===== src/rtl/sram_ctrl_pkg.sv =====
package sram_ctrl_pkg;

  typedef enum logic [2:0] {
    ST_IDLE,
    ST_WSETUP,
    ST_WPULSE,
    ST_WHOLD,
    ST_RACC
  } seq_state_t;

  function automatic int max_of3(input int a, input int b, input int c);
    int m;
    m = a;
    if (b > m) m = b;
    if (c > m) m = c;
    return m;
  endfunction

endpackage


===== src/rtl/sram_phase_timer.sv =====
module sram_phase_timer #(
  parameter int CNT_W = 2
) (
  input  logic             clk,
  input  logic             rst,
  input  logic             load,
  input  logic [CNT_W-1:0] load_val,
  output logic             expired
);

  logic [CNT_W-1:0] cnt_q;

  always_ff @(posedge clk) begin
    if (rst) begin
      cnt_q <= '0;
    end else if (load) begin
      cnt_q <= load_val;
    end else if (cnt_q != '0) begin
      cnt_q <= cnt_q - 1'b1;
    end
  end

  assign expired = (cnt_q == '0);

endmodule


===== src/rtl/sram_ctrl_seq.sv =====
module sram_ctrl_seq
  import sram_ctrl_pkg::*;
#(
  parameter int ADDR_W     = 13,
  parameter int DATA_W     = 8,
  parameter int SETUP_CYC  = 1,
  parameter int PULSE_CYC  = 2,
  parameter int HOLD_CYC   = 1,
  parameter int ACCESS_CYC = 2,
  parameter int CNT_W      = 2
) (
  input  logic              clk,
  input  logic              rst,
  input  logic              req_valid,
  input  logic              req_write,
  input  logic [ADDR_W-1:0] req_addr,
  input  logic [DATA_W-1:0] req_wdata,
  output logic              ack,
  output logic [DATA_W-1:0] rd_data,
  output logic [ADDR_W-1:0] mem_addr,
  output logic              mem_ce_n,
  output logic              mem_ce2,
  output logic              mem_we_n,
  output logic              mem_oe_n,
  output logic [DATA_W-1:0] mem_dq_out,
  output logic              mem_dq_oe,
  input  logic [DATA_W-1:0] mem_dq_in,
  output logic              tmr_load,
  output logic [CNT_W-1:0]  tmr_val,
  input  logic              tmr_expired
);

  localparam logic [CNT_W-1:0] SETUP_LD  = CNT_W'(SETUP_CYC - 1);
  localparam logic [CNT_W-1:0] PULSE_LD  = CNT_W'(PULSE_CYC - 1);
  localparam logic [CNT_W-1:0] HOLD_LD   = CNT_W'(HOLD_CYC - 1);
  localparam logic [CNT_W-1:0] ACCESS_LD = CNT_W'(ACCESS_CYC - 1);

  seq_state_t state_q;
  logic       wr_last_q;
  logic       go;
  logic       start;

  // A request is taken only when it is not the one just acknowledged,
  // and a read right after a write first spends one dead cycle.
  assign go    = req_valid && !ack;
  assign start = go && (req_write || !wr_last_q);

  always_comb begin
    tmr_load = 1'b0;
    tmr_val  = '0;
    unique case (state_q)
      ST_IDLE: begin
        if (start) begin
          tmr_load = 1'b1;
          tmr_val  = req_write ? SETUP_LD : ACCESS_LD;
        end
      end
      ST_WSETUP: begin
        if (tmr_expired) begin
          tmr_load = 1'b1;
          tmr_val  = PULSE_LD;
        end
      end
      ST_WPULSE: begin
        if (tmr_expired) begin
          tmr_load = 1'b1;
          tmr_val  = HOLD_LD;
        end
      end
      default: begin
        tmr_load = 1'b0;
      end
    endcase
  end

  always_ff @(posedge clk) begin
    if (rst) begin
      state_q    <= ST_IDLE;
      wr_last_q  <= 1'b0;
      ack        <= 1'b0;
      rd_data    <= '0;
      mem_addr   <= '0;
      mem_ce_n   <= 1'b1;
      mem_ce2    <= 1'b0;
      mem_we_n   <= 1'b1;
      mem_oe_n   <= 1'b1;
      mem_dq_out <= '0;
      mem_dq_oe  <= 1'b0;
    end else begin
      ack <= 1'b0;
      unique case (state_q)
        ST_IDLE: begin
          if (go && !req_write && wr_last_q) begin
            wr_last_q <= 1'b0;
          end else if (start) begin
            mem_addr <= req_addr;
            mem_ce_n <= 1'b0;
            mem_ce2  <= 1'b1;
            mem_we_n <= 1'b1;
            if (req_write) begin
              mem_dq_out <= req_wdata;
              mem_dq_oe  <= 1'b1;
              mem_oe_n   <= 1'b1;
              state_q    <= ST_WSETUP;
            end else begin
              mem_dq_oe <= 1'b0;
              mem_oe_n  <= 1'b0;
              state_q   <= ST_RACC;
            end
          end
        end
        ST_WSETUP: begin
          if (tmr_expired) begin
            mem_we_n <= 1'b0;
            state_q  <= ST_WPULSE;
          end
        end
        ST_WPULSE: begin
          if (tmr_expired) begin
            mem_we_n <= 1'b1;
            state_q  <= ST_WHOLD;
          end
        end
        ST_WHOLD: begin
          if (tmr_expired) begin
            mem_ce_n  <= 1'b1;
            mem_ce2   <= 1'b0;
            mem_dq_oe <= 1'b0;
            ack       <= 1'b1;
            wr_last_q <= 1'b1;
            state_q   <= ST_IDLE;
          end
        end
        ST_RACC: begin
          if (tmr_expired) begin
            rd_data   <= mem_dq_in;
            mem_ce_n  <= 1'b1;
            mem_ce2   <= 1'b0;
            mem_oe_n  <= 1'b1;
            ack       <= 1'b1;
            wr_last_q <= 1'b0;
            state_q   <= ST_IDLE;
          end
        end
        default: state_q <= ST_IDLE;
      endcase
    end
  end

  // strobe only falls on a part that was already selected
  assert_sel_before_we_R2: assert property (@(posedge clk) disable iff (rst)
    $fell(mem_we_n) |-> $past(!mem_ce_n && mem_ce2));

  // address and data frozen across the strobe
  assert_addr_hold_R3: assert property (@(posedge clk) disable iff (rst)
    !mem_we_n |=> ($stable(mem_addr) && $stable(mem_dq_out)));

  // output enable off and own driver on during the strobe
  assert_oe_high_in_write_R4: assert property (@(posedge clk) disable iff (rst)
    !mem_we_n |-> (mem_oe_n && mem_dq_oe && !mem_ce_n && mem_ce2));

  // single-cycle acknowledge
  assert_ack_pulse_R6: assert property (@(posedge clk) disable iff (rst)
    ack |=> !ack);

  // both drivers never enabled together
  assert_no_bus_fight_R7: assert property (@(posedge clk) disable iff (rst)
    !(mem_dq_oe && !mem_oe_n));

  // quiet bus whenever the sequencer waits
  assert_idle_quiet_R8: assert property (@(posedge clk) disable iff (rst)
    (state_q == ST_IDLE) |-> (mem_ce_n && !mem_ce2 && mem_we_n && mem_oe_n && !mem_dq_oe));

  // read data moves only with an acknowledge
  assert_rd_stable_R10: assert property (@(posedge clk) disable iff (rst)
    !$stable(rd_data) |-> ack);

endmodule


===== src/rtl/sram_async_ctrl.sv =====
module sram_async_ctrl
  import sram_ctrl_pkg::*;
#(
  parameter int ADDR_W     = 13,
  parameter int DATA_W     = 8,
  parameter int SETUP_CYC  = 1,
  parameter int PULSE_CYC  = 2,
  parameter int HOLD_CYC   = 1,
  parameter int ACCESS_CYC = 2
) (
  input  logic              clk,
  input  logic              rst,
  input  logic              req_valid,
  input  logic              req_write,
  input  logic [ADDR_W-1:0] req_addr,
  input  logic [DATA_W-1:0] req_wdata,
  output logic              ack,
  output logic [DATA_W-1:0] rd_data,
  output logic [ADDR_W-1:0] mem_addr,
  output logic              mem_ce_n,
  output logic              mem_ce2,
  output logic              mem_we_n,
  output logic              mem_oe_n,
  output logic [DATA_W-1:0] mem_dq_out,
  output logic              mem_dq_oe,
  input  logic [DATA_W-1:0] mem_dq_in
);

  localparam int CNT_MAX = max_of3(SETUP_CYC + HOLD_CYC, PULSE_CYC, ACCESS_CYC);
  localparam int CNT_W   = (CNT_MAX < 2) ? 1 : $clog2(CNT_MAX + 1);

  logic             tmr_load;
  logic [CNT_W-1:0] tmr_val;
  logic             tmr_expired;

  sram_phase_timer #(
    .CNT_W (CNT_W)
  ) timer_i (
    .clk      (clk),
    .rst      (rst),
    .load     (tmr_load),
    .load_val (tmr_val),
    .expired  (tmr_expired)
  );

  sram_ctrl_seq #(
    .ADDR_W     (ADDR_W),
    .DATA_W     (DATA_W),
    .SETUP_CYC  (SETUP_CYC),
    .PULSE_CYC  (PULSE_CYC),
    .HOLD_CYC   (HOLD_CYC),
    .ACCESS_CYC (ACCESS_CYC),
    .CNT_W      (CNT_W)
  ) seq_i (
    .clk         (clk),
    .rst         (rst),
    .req_valid   (req_valid),
    .req_write   (req_write),
    .req_addr    (req_addr),
    .req_wdata   (req_wdata),
    .ack         (ack),
    .rd_data     (rd_data),
    .mem_addr    (mem_addr),
    .mem_ce_n    (mem_ce_n),
    .mem_ce2     (mem_ce2),
    .mem_we_n    (mem_we_n),
    .mem_oe_n    (mem_oe_n),
    .mem_dq_out  (mem_dq_out),
    .mem_dq_oe   (mem_dq_oe),
    .mem_dq_in   (mem_dq_in),
    .tmr_load    (tmr_load),
    .tmr_val     (tmr_val),
    .tmr_expired (tmr_expired)
  );

endmodule


===== config.mk =====
export PLATFORM = sky130hd
export DESIGN_NAME = sram_async_ctrl
export DESIGN_NICKNAME = d
export VERILOG_FILES = /design/src/rtl/sram_ctrl_pkg.sv /design/src/rtl/sram_phase_timer.sv /design/src/rtl/sram_ctrl_seq.sv /design/src/rtl/sram_async_ctrl.sv
export SDC_FILE = /design/constraint.sdc
export NUM_CORES = 1
export LEC_CHECK = 0
export BUFFER_PORTS_ARGS = -buffer_cell sky130_fd_sc_hd__buf_4
export CORE_ASPECT_RATIO = 0.8
export CORE_MARGIN = 4
export CORE_UTILIZATION = 44
export CTS_CLUSTER_DIAMETER = 150
export DETAILED_ROUTE_END_ITERATION = 8
export PLACE_DENSITY_LB_ADDON = 0.12
export RECOVER_POWER = 50
export REMOVE_ABC_BUFFERS = 1
export SYNTH_ARGS = -nofsm -noshare
export SYNTH_HDL_FRONTEND = slang
export SYNTH_HIERARCHICAL = 1
export SYNTH_SLANG_ARGS = --single-unit
export TNS_END_PERCENT = 5

===== constraint.sdc =====
create_clock -name clk -period 1.53 [get_ports clk]
set_input_delay 0.306 -clock clk [delete_from_list [all_inputs] [get_ports clk]]
set_output_delay 0.306 -clock clk [all_outputs]
set_load 0.005 [all_outputs]

==> reports/results.ini <==
[outcome]
run_status = complete, no violations

[synthesis]
ys_types = 41
ys_seq_elements = 41
synth_cells = 208
yosysWarningCount = 6
netlist_area_um2 = 1870
synth.top_cell.area_share_pct = 43.8
yosys-top-cells-area = dfxtp_1 (44%), a311oi_1 (6.1%), a31o_2 (5.6%)
synth_most_common_cell = dfxtp_1
synth_edf_count = 0
ys_async_sr_fraction_pct = 0
yosys_most_used_dff = dfxtp_1
synth_common_cells = dfxtp_1 (41), a21oi_1 (18), nand2_1 (18)
ys_seq_area_share_pct = 43.8
synth_area_leader_cell = dfxtp_1
syn_avg_cell_area_um2 = 9.01

[sta]
post-route-period-util_pct = 93.7
rsz0062_at_grt = false
min_period_ns = 1.43
setup_viol = 0
relSlewSlack_pct = 49.4
final_max_slew_viol_count = 0
fin_skew_ns = 0.00428
worst_pin_slew_ns = 0.758
finalWorstSetupSlack_ns = 0.0962
fmax_ghz = 0.697
finalHoldViolations = 0

[worst_setup_path]
crit_start = seq_i/state_q[2]$_SDFFE_PP0P_
worstSetupEndpoint = seq_i/mem_oe_n$_SDFFE_PP1P_
worstPathArrival_ns = 1.65
r2r-start = seq_i/state_q[2]$_SDFFE_PP0P_
reg2regPathDepth = 4
critPathMaxFanout = 9
crit_path_end_kind = register
startpoint_type = register
critPathKind = register to register
cp.required_ns = 1.75
rrSetupSlack_ns = 0.1
r2r-end = seq_i/mem_oe_n$_SDFFE_PP1P_

[floorplan]
io-pin-count = 68
die_h_um = 66.4
core_area_um2 = 3950
rows = 20
die_area_um2 = 5370
die_w_um = 81.0
start_util_pct = 47.4

[placement]
pre_cts_ws_ns = 0.0280
gp_congestion = 0.842
post-dp-hpwl_um = 3300
io_buffer_count = 67

[global_route]
grt_pass1_wl_um = 7570
gr-total-overflow = 0
grt_pass1_vias = 1653
grt_usage_pct = 18.0
grt_max_degree = 25
antenna_found_initial = 0

[clock_tree]
clock-root-buffer = clkbuf_8
clk_pin_slew_ns = 0.08
cts_sinks = 41
tritoncts = yes
holdBufCountCts = 0
cts_setup_buffers = 0
cts_made_buffers = 5
cts_htree_levels = 2
post_cts_resized = 0
clkLatencyLatePin_ns = 0.29
cts_max_path_buffers = 2

[drt]
ant_nets = 0
firstDrtPassIters = 4
routedWlPerCell_um = 13.7
viasPerCell = 5.28
drc_errors = 0
drt-total-wl_um = 4610
vias = 1775
drt-initial-drc-count = 66

[final_layout]
final_nets = 314
n_antenna_cell = 0
finish.utilization_pct = 66.8
drive_gt1_share_pct = 40.2
fillers = 363
area_growth_pct = 40.9

[hold_path]
hold_path_startpoint = req_addr[2]
hold_path.class = input port to register
min_path_cells = 2

[power]
peakVddDrop_uv = 798
p_per_area_nw_per_um2 = 1410
p_leak_nw = 1.11

[job]
drv_cap = 0

## report_power, final
part	switching (mW)	internal (mW)
clock network	0.372	0.530
logic	0.669	0.754
registers	0.141	1.26
total	1.18	2.54
## metrics by stage
stage                     cell area (µm²)  hold slack [ns]  total power, mW  std cells  TNS, ns
after detailed placement             2500            0.453             2.79        328        0
final                                2640            0.234             3.72        336        0
after CTS                            2620            0.226             3.71        336        0
after global routing                 2640            0.227             3.97        336        0
after floorplan                      1750            0.375             2.08        185    -4.41
after global placement               2500            0.445             2.79        328        0
## worst max-delay path, cell delays in order (launching register included)
cell,delay (ns)
dfxtp_1,0.53
nor4bb_1,0.41
buf_4,0.23
nor3_1,0.05
mux2i_1,0.14
## metal layers
layer	global-route usage [%]	vias up	wire [µm]
met5	0	-	0
met4	6.33	0	49
met3	4.77	4	318
met2	27.0	56	2100
met1	24.6	825	2140
li1	-	890	-
## cell type report
| cell class | instances | area (µm²) | area share [%] |
|---|---|---|---|
| Timing Repair Buffer | 88 | 682 | 25.8 |
| Tap cell | 55 | 68.8 | 2.61 |
| Clock inverter | 2 | 37.5 | 1.42 |
| Multi-Input combinational cell | 127 | 885 | 33.5 |
| Inverter | 17 | 63.8 | 2.42 |
| Sequential cell | 41 | 822 | 31.1 |
| Clock buffer | 6 | 82.6 | 3.13 |
## flip-flops by register name, summed over array words and instances (netlist names)
name and cells:
seq_i/mem_addr 13, seq_i/mem_oe_n 1, seq_i/mem_dq_out 8, seq_i/state_q 3
seq_i/rd_data 8, seq_i/ack 1, seq_i/wr_last_q 1, seq_i/mem_dq_oe 1
seq_i/mem_ce_n 1, seq_i/mem_we_n 1, timer_i/cnt_q 2, seq_i/mem_ce2 1
## cells in the final DEF (no fill, tap or decap), types with 2 or more instances in the layout
master,count
clkbuf_4,34
clkbuf_8,6
o21ai_0,3
nor2b_1,2
dfxtp_1,40
xor2_1,2
a31o_2,12
nor2_1,4
nor3_1,4
nand2b_1,12
a31oi_1,2
a21oi_1,17
buf_12,2
a311oi_1,13
o31ai_1,2
nand2_1,18
inv_1,17
nand3b_1,4
buf_4,51
a31o_1,9
## kinds of logic (layout without fill, tap and decap cells)
family          count (synthesis)  count (layout)  synth area share [%]
xor+xnor                        2               2                 0.935
compound gates                 67              67                  27.0
mux                             1               1                 0.534
other cells                     1               1                 0.200
fa+ha+maj                       1               1                 0.667
flops                          41              41                  43.8
simple gates                   55              55                  16.8
buf+inv                        40             113                  10.1
## worst min-delay path by stage
stage	end	slack [ns]
after floorplan	seq_i/ack$_SDFF_PP0_	0.38
after global placement	seq_i/rd_data[3]$_SDFFE_PP0P_	0.45
after detailed placement	seq_i/rd_data[4]$_SDFFE_PP0P_	0.45
after CTS	seq_i/mem_addr[9]$_SDFFE_PP0P_	0.23
after global routing	seq_i/mem_addr[1]$_SDFFE_PP0P_	0.23
final	seq_i/mem_addr[2]$_SDFFE_PP0P_	0.23
No activity file was read; power rests on OpenSTA's default activity.
